### config.mk
export PLATFORM = sky130hd
export DESIGN_NAME = bcd_calendar
export DESIGN_NICKNAME = d
export VERILOG_FILES = /design/src/rtl/bcd_calendar_pkg.sv /design/src/rtl/cal_divider.sv /design/src/rtl/cal_time_next.sv /design/src/rtl/cal_date_next.sv /design/src/rtl/bcd_calendar.sv
export SDC_FILE = /design/constraint.sdc
export NUM_CORES = 1
export LEC_CHECK = 0
export CAP_MARGIN = 20
export CORE_AREA = 2 2 125 127
export CTS_CLUSTER_SIZE = 24
export DETAILED_ROUTE_END_ITERATION = 8
export DIE_AREA = 0 0 127 129
export HOLD_SLACK_MARGIN = 0.12
export RECOVER_POWER = 100
export SETUP_SLACK_MARGIN = 0.05
export SLEW_MARGIN = 20
export SYNTH_ARGS = -nofsm -noshare
export SYNTH_HDL_FRONTEND = slang
export SYNTH_SLANG_ARGS = --single-unit
### constraint.sdc
create_clock -name clk -period 6.9 [get_ports clk]
set_clock_uncertainty 0.2 [all_clocks]
set_input_delay 1.38 -clock clk [delete_from_list [all_inputs] [get_ports clk]]
set_output_delay 1.38 -clock clk [all_outputs]
set_load 0.01 [all_outputs]
### src/rtl/bcd_calendar_pkg.sv
package bcd_calendar_pkg;

   localparam int TIME_W = 22;
   localparam int DATE_W = 24;

   // usable bits of each packed word
   localparam logic [TIME_W-1:0] TIME_MASK = 22'h3F7F7F;
   localparam logic [DATE_W-1:0] DATE_MASK = 24'hFFFF3F;

   // field positions (low bit) and widths
   localparam int SEC_LO = 0;
   localparam int MIN_LO = 8;
   localparam int HR_LO  = 16;
   localparam int DAY_LO = 0;
   localparam int MON_LO = 8;
   localparam int WD_LO  = 13;
   localparam int YR_LO  = 16;

   // one BCD count up on a two-digit value
   function automatic logic [7:0] bcd_up(input logic [7:0] v);
      logic [7:0] r;
      if (v[3:0] >= 4'd9) r = {v[7:4] + 4'd1, 4'd0};
      else                r = {v[7:4], v[3:0] + 4'd1};
      return r;
   endfunction

   // two-digit BCD year divisible by four
   function automatic logic bcd_leap(input logic [7:0] y);
      logic odd_tens;
      odd_tens = y[4];
      if (odd_tens) return (y[3:0] == 4'd2) || (y[3:0] == 4'd6);
      else          return (y[3:0] == 4'd0) || (y[3:0] == 4'd4) || (y[3:0] == 4'd8);
   endfunction

endpackage

### src/rtl/cal_divider.sv
module cal_divider #(
   parameter int W = 7
) (
   input  logic         clk,
   input  logic         rst_n,
   input  logic         freeze,
   input  logic         step,
   input  logic [W-1:0] reload,
   output logic         tick
);
   logic [W-1:0] cnt_q;

   assign tick = step && !freeze && (cnt_q == '0);

   always_ff @(posedge clk or negedge rst_n) begin
      if (!rst_n)            cnt_q <= '0;
      else if (freeze)       cnt_q <= reload;
      else if (step) begin
         if (cnt_q == '0)    cnt_q <= reload;
         else                cnt_q <= cnt_q - 1'b1;
      end
   end
endmodule

### src/rtl/cal_time_next.sv
module cal_time_next
   import bcd_calendar_pkg::*;
(
   input  logic [TIME_W-1:0] cur,
   output logic [TIME_W-1:0] nxt,
   output logic              day_carry
);
   logic [7:0] sec, mnt, hr;
   logic [7:0] sec_n, mnt_n, hr_n;
   logic       sec_wrap, min_wrap, hr_wrap;

   assign sec = {1'b0, cur[SEC_LO +: 7]};
   assign mnt = {1'b0, cur[MIN_LO +: 7]};
   assign hr  = {2'b0, cur[HR_LO  +: 6]};

   assign sec_wrap = (sec == 8'h59);
   assign min_wrap = sec_wrap && (mnt == 8'h59);
   assign hr_wrap  = min_wrap && (hr == 8'h23);

   always_comb begin
      sec_n = sec_wrap ? 8'h00 : bcd_up(sec);
      mnt_n = mnt;
      hr_n  = hr;
      if (sec_wrap) mnt_n = (mnt == 8'h59) ? 8'h00 : bcd_up(mnt);
      if (min_wrap) hr_n  = (hr == 8'h23) ? 8'h00 : bcd_up(hr);
   end

   assign nxt       = {hr_n[5:0], 1'b0, mnt_n[6:0], 1'b0, sec_n[6:0]};
   assign day_carry = hr_wrap;
endmodule

### src/rtl/cal_date_next.sv
module cal_date_next
   import bcd_calendar_pkg::*;
(
   input  logic [DATE_W-1:0] cur,
   output logic [DATE_W-1:0] nxt
);
   logic [7:0] day, mon, yr, last_day;
   logic [2:0] wd, wd_n;
   logic [7:0] day_n, mon_n, yr_n;
   logic       day_wrap, mon_wrap;

   assign day = {2'b0, cur[DAY_LO +: 6]};
   assign mon = {3'b0, cur[MON_LO +: 5]};
   assign wd  = cur[WD_LO +: 3];
   assign yr  = cur[YR_LO +: 8];

   always_comb begin
      case (mon)
         8'h02:                      last_day = bcd_leap(yr) ? 8'h29 : 8'h28;
         8'h04, 8'h06, 8'h09, 8'h11: last_day = 8'h30;
         default:                    last_day = 8'h31;
      endcase
   end

   assign day_wrap = (day == last_day);
   assign mon_wrap = day_wrap && (mon == 8'h12);

   always_comb begin
      day_n = day_wrap ? 8'h01 : bcd_up(day);
      mon_n = mon;
      yr_n  = yr;
      if (day_wrap) mon_n = (mon == 8'h12) ? 8'h01 : bcd_up(mon);
      if (mon_wrap) yr_n  = (yr == 8'h99) ? 8'h00 : bcd_up(yr);
      wd_n = (wd == 3'd7) ? 3'd1 : wd + 3'd1;
   end

   assign nxt = {yr_n, wd_n, mon_n[4:0], 2'b00, day_n[5:0]};
endmodule

### src/rtl/bcd_calendar.sv
module bcd_calendar
   import bcd_calendar_pkg::*;
#(
   parameter int DIV_A_W = 7,
   parameter int DIV_B_W = 15
) (
   input  logic               clk,
   input  logic               rst_n,
   input  logic               freeze,
   input  logic [DIV_A_W-1:0] div_a_reload,
   input  logic [DIV_B_W-1:0] div_b_reload,
   input  logic               time_wr,
   input  logic [TIME_W-1:0]  time_in,
   input  logic               date_wr,
   input  logic [DATE_W-1:0]  date_in,
   output logic [TIME_W-1:0]  time_out,
   output logic [DATE_W-1:0]  date_out
);
   localparam int CHAIN_W = DIV_A_W + DIV_B_W;

   generate
      if (DIV_A_W < 1 || DIV_B_W < 1) begin : g_bad_div
         $error("bcd_calendar: divider widths must be positive");
      end
      if (CHAIN_W > 32) begin : g_bad_chain
         $error("bcd_calendar: divider chain wider than 32 bits");
      end
   endgenerate

   logic a_tick, adv;
   logic [TIME_W-1:0] time_q, time_nx;
   logic [DATE_W-1:0] date_q, date_nx;
   logic day_carry;

   cal_divider #(.W(DIV_A_W)) u_div_a (
      .clk(clk), .rst_n(rst_n), .freeze(freeze), .step(1'b1),
      .reload(div_a_reload), .tick(a_tick)
   );

   cal_divider #(.W(DIV_B_W)) u_div_b (
      .clk(clk), .rst_n(rst_n), .freeze(freeze), .step(a_tick),
      .reload(div_b_reload), .tick(adv)
   );

   cal_time_next u_tnext (.cur(time_q), .nxt(time_nx), .day_carry(day_carry));
   cal_date_next u_dnext (.cur(date_q), .nxt(date_nx));

   always_ff @(posedge clk or negedge rst_n) begin
      if (!rst_n) begin
         time_q <= '0;
         date_q <= '0;
      end else if (freeze) begin
         if (time_wr) time_q <= time_in & TIME_MASK;
         if (date_wr) date_q <= date_in & DATE_MASK;
      end else if (adv) begin
         time_q <= time_nx;
         if (day_carry) date_q <= date_nx;
      end
   end

   assign time_out = time_q;
   assign date_out = date_q;
endmodule

## After elaboration in Yosys (flattened, before gate mapping)

Cells that the tools add are included.

| cells by class | value |
|---|---|
| add/sub/neg operators | 15 |
| multipliers | 0 |
| divide/modulo/power cells | 0 |
| $lt $le $gt $ge | 6 |
| equal/unequal tests | 18 |
| shift operators | 0 |
| mux-type cells | 33 |
| bitwise logic cells | 0 |
| reductions and logical operators | 39 |

Operators by type and width:

| cell | number |
|---|---|
| $mux W24 | 4 |
| $mux W22 | 3 |
| $mux W7 | 7 |
| $mux W15 | 3 |
| $mux W6 | 5 |
| $add A4 B1 Y4 const B | 7 |
| $ge A4 B4 Y1 const B | 6 |
| $mux W8 | 3 |
| $reduce_and A4 Y1 | 5 |
| $reduce_bool A3 Y1 | 6 |
| $pmux W8 S2 | 1 |
| $logic_not A15 Y1 | 1 |
| $mux W5 | 3 |
| $sub A15 B1 Y15 const B | 1 |
| $eq A7 B7 Y1 const B | 2 |
| $reduce_bool A2 Y1 | 7 |
| $reduce_and A3 Y1 | 4 |
| $eq A5 B3 Y1 const B | 2 |
| $eq A5 B5 Y1 const B | 2 |
| $reduce_and A5 Y1 | 2 |
| $add A3 B1 Y3 const B | 3 |
| $eq A4 B3 Y1 const B | 2 |
| $eq A6 B8 Y1 | 1 |
| $eq A8 B8 Y1 const B | 1 |
| other kinds (19) | 30 |

| storage, ports and cells | value |
|---|---|
| register bits | 68 |
| bits in latches | 0 |
| RAM bits | 0 |
| bits in read-only memories | 0 |
| bits of input ports | 73 |
| logic and storage cells | 125 |
| memories kept | 0 |

## Depth between registers and ports, before layout

| logic depth | value |
|---|---|
| word-level depth | 13 |
| depth in mapped cells | 9 |
| mapped depth without buffers | 8 |

## Cells and area by module

Synthesis repeated with hierarchy kept, for this count alone.

| second synthesis, totals | value |
|---|---|
| cells, all modules | 603 |
| area total of the unflattened synthesis | 5671.7 sq um |

By module, submodules not included:

| module | instances | cells an instance | area each (sq um) | seq. area each (sq um) |
|---|---|---|---|---|
| bcd_calendar | 1 | 210 | 2449.8 | 1151.1 |
| cal_divider at u_div_b | 1 | 122 | 1114.8 | 375.4 |
| cal_date_next | 1 | 120 | 928.4 | 0.0 |
| cal_time_next | 1 | 88 | 664.4 | 0.0 |
| cal_divider at u_div_a | 1 | 63 | 514.2 | 175.2 |

## Worst setup path before layout

Ideal clock, no wire load.

| path | value |
|---|---|
| kind | input to register |
| from | input port freeze |
| to | register date_q[4], in the netlist date_out[4] |
| arrival | 2570 ps |
| data required time | 6596 ps |
| path slack | 4026 ps |
| stages on the path | 6 |
| buffers on the path | 1 |
| cells stage by stage | clkinv_1 > and3_1 > a31oi_1 > clkbuf_1 > nand2_1 > o311ai_1 |

| between the ends | value |
|---|---|
| cells in the longest elaborated chain, start to end | 6 |
| elaborated cells between the ends (all ways) | 10 |
| those cells by class | eq/ne (1); mux (1); reduce/logical (8) |

Ends and longest elaborated chain:

| item | line | source |
|---|---|---|
| from (decl) | bcd_calendar.sv:9 | `input logic freeze,` |
| $logic_not A1 Y1 | cal_divider.sv:13 | `assign tick = step && !freeze && (cnt_q == '0);` |
| $logic_and A1 B1 Y1 (3 in series) | cal_divider.sv:13 |  |
| $reduce_bool A2 Y1 (no source line) | -- |  |
| $reduce_and A4 Y1 (no source line) | -- |  |
| to (signal assigned) | bcd_calendar.sv:54 | `if (date_wr) date_q <= date_in & DATE_MASK;` |
| to (signal assigned) | bcd_calendar.sv:57 | `if (day_carry) date_q <= date_nx;` |
| to (decl) | bcd_calendar.sv:32 | `logic [DATE_W-1:0] date_q, date_nx;` |

Parallel ways exist; a longest one is shown, timed or not.
A chain may end at the register's enable or synchronous reset.

## Final worst setup path

Ends and elaborated chain as after synthesis.

==> reports/results.txt <==
Mapped cell area = 4420 um2
Pre-antenna DRT Iters = 4
Clock Tree Buf Depth = 2
Min cycle time layout = 4.78 ns
Largest net degree at the start of global routing = 65
N_diodes = 0
Fillcell total = 1557
Min-Delay Path Class = flip-flop to flip-flop
Max-slew violations = 0
Final Hold Vio Count = 0
Initial antenna violation count = 1
Critical path type = primary input to flip-flop
Die boundary height = 129 um
MaxCap Viol Count = 0
Post-CTS Setup Inserts = 0
Hold_ws = 0.299 ns
Via count = 4307
Post-Synthesis Cells = 510
Fmax = 209 MHz
Initial core utilization = 29.5%
Leak pwr = 2.46 nW
Worst Tran Pin Value = 1.25 ns
Clk_lat worst skew = 0.34 ns
Gr usage total = 16.2%
Number of antenna-violating nets in the routed design = 0
First-pass GRT wire length = 21.1 mm
Worst Setup End Kind = flip-flop
RSZ-0062 raised after global routing = no
CP max stage cell = clkinv_1
Slew margin rel. = 16.7%
Cell mode on critical path = clkbuf_1
Synth cell types = 69
Chip Width = 127 um
Clock transition at path regs = 0.06 ns
Setup TNS = 0 ns
Outcome = finished, final reports clean
# rows = 45
Critical Path AT = 4.74 ns
Post-DP HPWL = 9.40 mm
WL/cell = 16.0 um
Layout Utilization = 39.6%
CP Max Fanout = 27
Final net count = 722
Period utilization = 69.3%
Syn. warnings = 0
Clk sinks = 64
Synth Flop Type = dfrtp_1
Share of cells above drive strength 1 = 5.15%
Number of remaining DRC errors = 0
Total congestion overflow = 0
Sequential area share after synthesis = 36.3%
Critical-path cell list = clkbuf_1 > clkinv_1 > and3_1 > a31oi_1 > clkbuf_1 > nor3_1 > a21oi_1 > o311ai_0
Cts bufs inserted = 9
Pwr per Cell Area = 248 nW/um2
Io pins = 119
IO buf count = 110
Post-CTS Resized = 0
Worst EP required = 6.86 ns
Post-synth EDFFs = 0
Drt via density = 5.32
Crit path launch type = primary input
Final setup vio count = 0
Fraction of registers with async set/reset = 100%
Peak VDD IR = 106 uV
CTS tree = built
Commonest non-fill, non-tap cells in the layout = clkdlybuf4s50_1 (66), dfrtp_1 (64), a21oi_1 (51)
Drt total wl = 12.9 mm
DIE AREA = 16400 um2
Hold-fix buffers, CTS = 0
Yosys reg bits = 64
Placer Congestion = 0.829
Commonest non-fill, non-tap cell in the layout = clkdlybuf4s50_1
H-tree Lvls = 3
Root buffer cell = clkbuf_16
Synthesized area per cell = 8.66 um2
Placeable Area = 15000 um2
Area delta synth->final = 34.2%
Largest stage delay, worst path = 0.92 ns
Number of global-route vias before repair = 4246
Number of DRC markers in iteration 0 = 258
-- per-layer routing --
layer  share of wire [%]  track usage (%)
met5                0.10                0
met4                 1.3             5.75
met3                 4.8             3.49
met2                  48             27.1
met1                  46             20.8
-- power breakdown --
part / leakage (nW) / switching, mW / internal (mW) / total, mW
logic: 1.56 / 0.246 / 0.238 / 0.484
registers: 0.770 / 0.100 / 0.450 / 0.551
clock network: 0.127 / 0.184 / 0.253 / 0.437
total: 2.46 / 0.530 / 0.942 / 1.47
-- cells in the mapped netlist, types with 4 or more instances --
cell       n  area, um2
dfrtp_1   64       1600
a21oi_1   50        250
nand2_1   42        158
o21ai_0   42        210
inv_1     36        135
nor2_1    35        131
ha_1      33        413
nor3_1    18       90.1
clkbuf_1  16       60.1
nand3_1   13       65.1
and3_1    10       62.6
a31oi_1    9       56.3
mux2i_1    8       80.1
nor3b_1    8       60.1
a221oi_1   6       52.6
a22oi_1    6       45.0
nor4_1     6       37.5
o22ai_1    6       37.5
buf_4      5       37.5
o31ai_1    5       37.5
or3_1      5       31.3
xnor2_1    5       43.8
a211oi_1   4       30.0
a32oi_1    4       35.0
and2_1     4       25.0
nand3b_1   4       30.0
o32ai_1    4       35.0
-- area by class of cell --
class	instances	area [um2]	area share (%)
Clock buffer	10	239	4.03
Clock inverter	6	43.8	0.739
Inverter	37	139	2.34
Multi-Input combinational cell	390	2560	43.1
Sequential cell	64	1600	27.0
Tap cell	188	235	3.97
Timing Repair Buffer	114	1110	18.8
-- worst max-delay path: cells and delay by family --
kind / cells / cell delay, ns
AOI/OAI and AO/OA: 3 / 0.42
and+or+nand+nor: 2 / 0.57
buffers and inverters: 3 / 2.34
-- state kept, by name (all words and copies together) (netlist names) --
| signal | flops |
|---|---|
| date_out | 22 |
| time_out | 20 |
| u_div_a.cnt_q | 7 |
| u_div_b.cnt_q | 15 |
-- final timing paths --
path	from	endpoint	slack [ns]	depth (start not counted)
setup / recovery	freeze	date_out[4]	2.12	8
hold / removal	u_div_b.cnt_q[7]	u_div_b.cnt_q[7]	0.30	2
setup reg to reg	date_out[8]	date_out[20]	3.57	8
hold reg to reg	u_div_b.cnt_q[7]	u_div_b.cnt_q[7]	0.30	2
max in group asynchronous	rst_n	date_out[14]	4.88	2
min in group asynchronous	rst_n	u_div_b.cnt_q[4]	1.04	2
-- cells by family after synthesis --
family / share of synthesized area [%]
xor gates and xnor gates: 1.19
other: 0.0849
and+or+nand+nor: 21.2
buffers and inverters: 5.44
adders and majority gates: 9.35
DFF: 36.3
muxes: 2.41
AOI/OAI and AO/OA: 24.1
-- through the flow --
stage          std cells  total power [mW]  cell area [um2]  setup slack, ns
3_5_place_dp         793              1.07             5680             2.78
6_report             809              1.47             5930             2.12
2_1_floorplan        513             0.820             4430             4.03
5_1_grt              809              1.58             5930             1.69
4_1_cts              809              1.51             5970             3.16
3_3_place_gp         793              1.05             5680             2.78
Power figures use the tool's default switching activity.
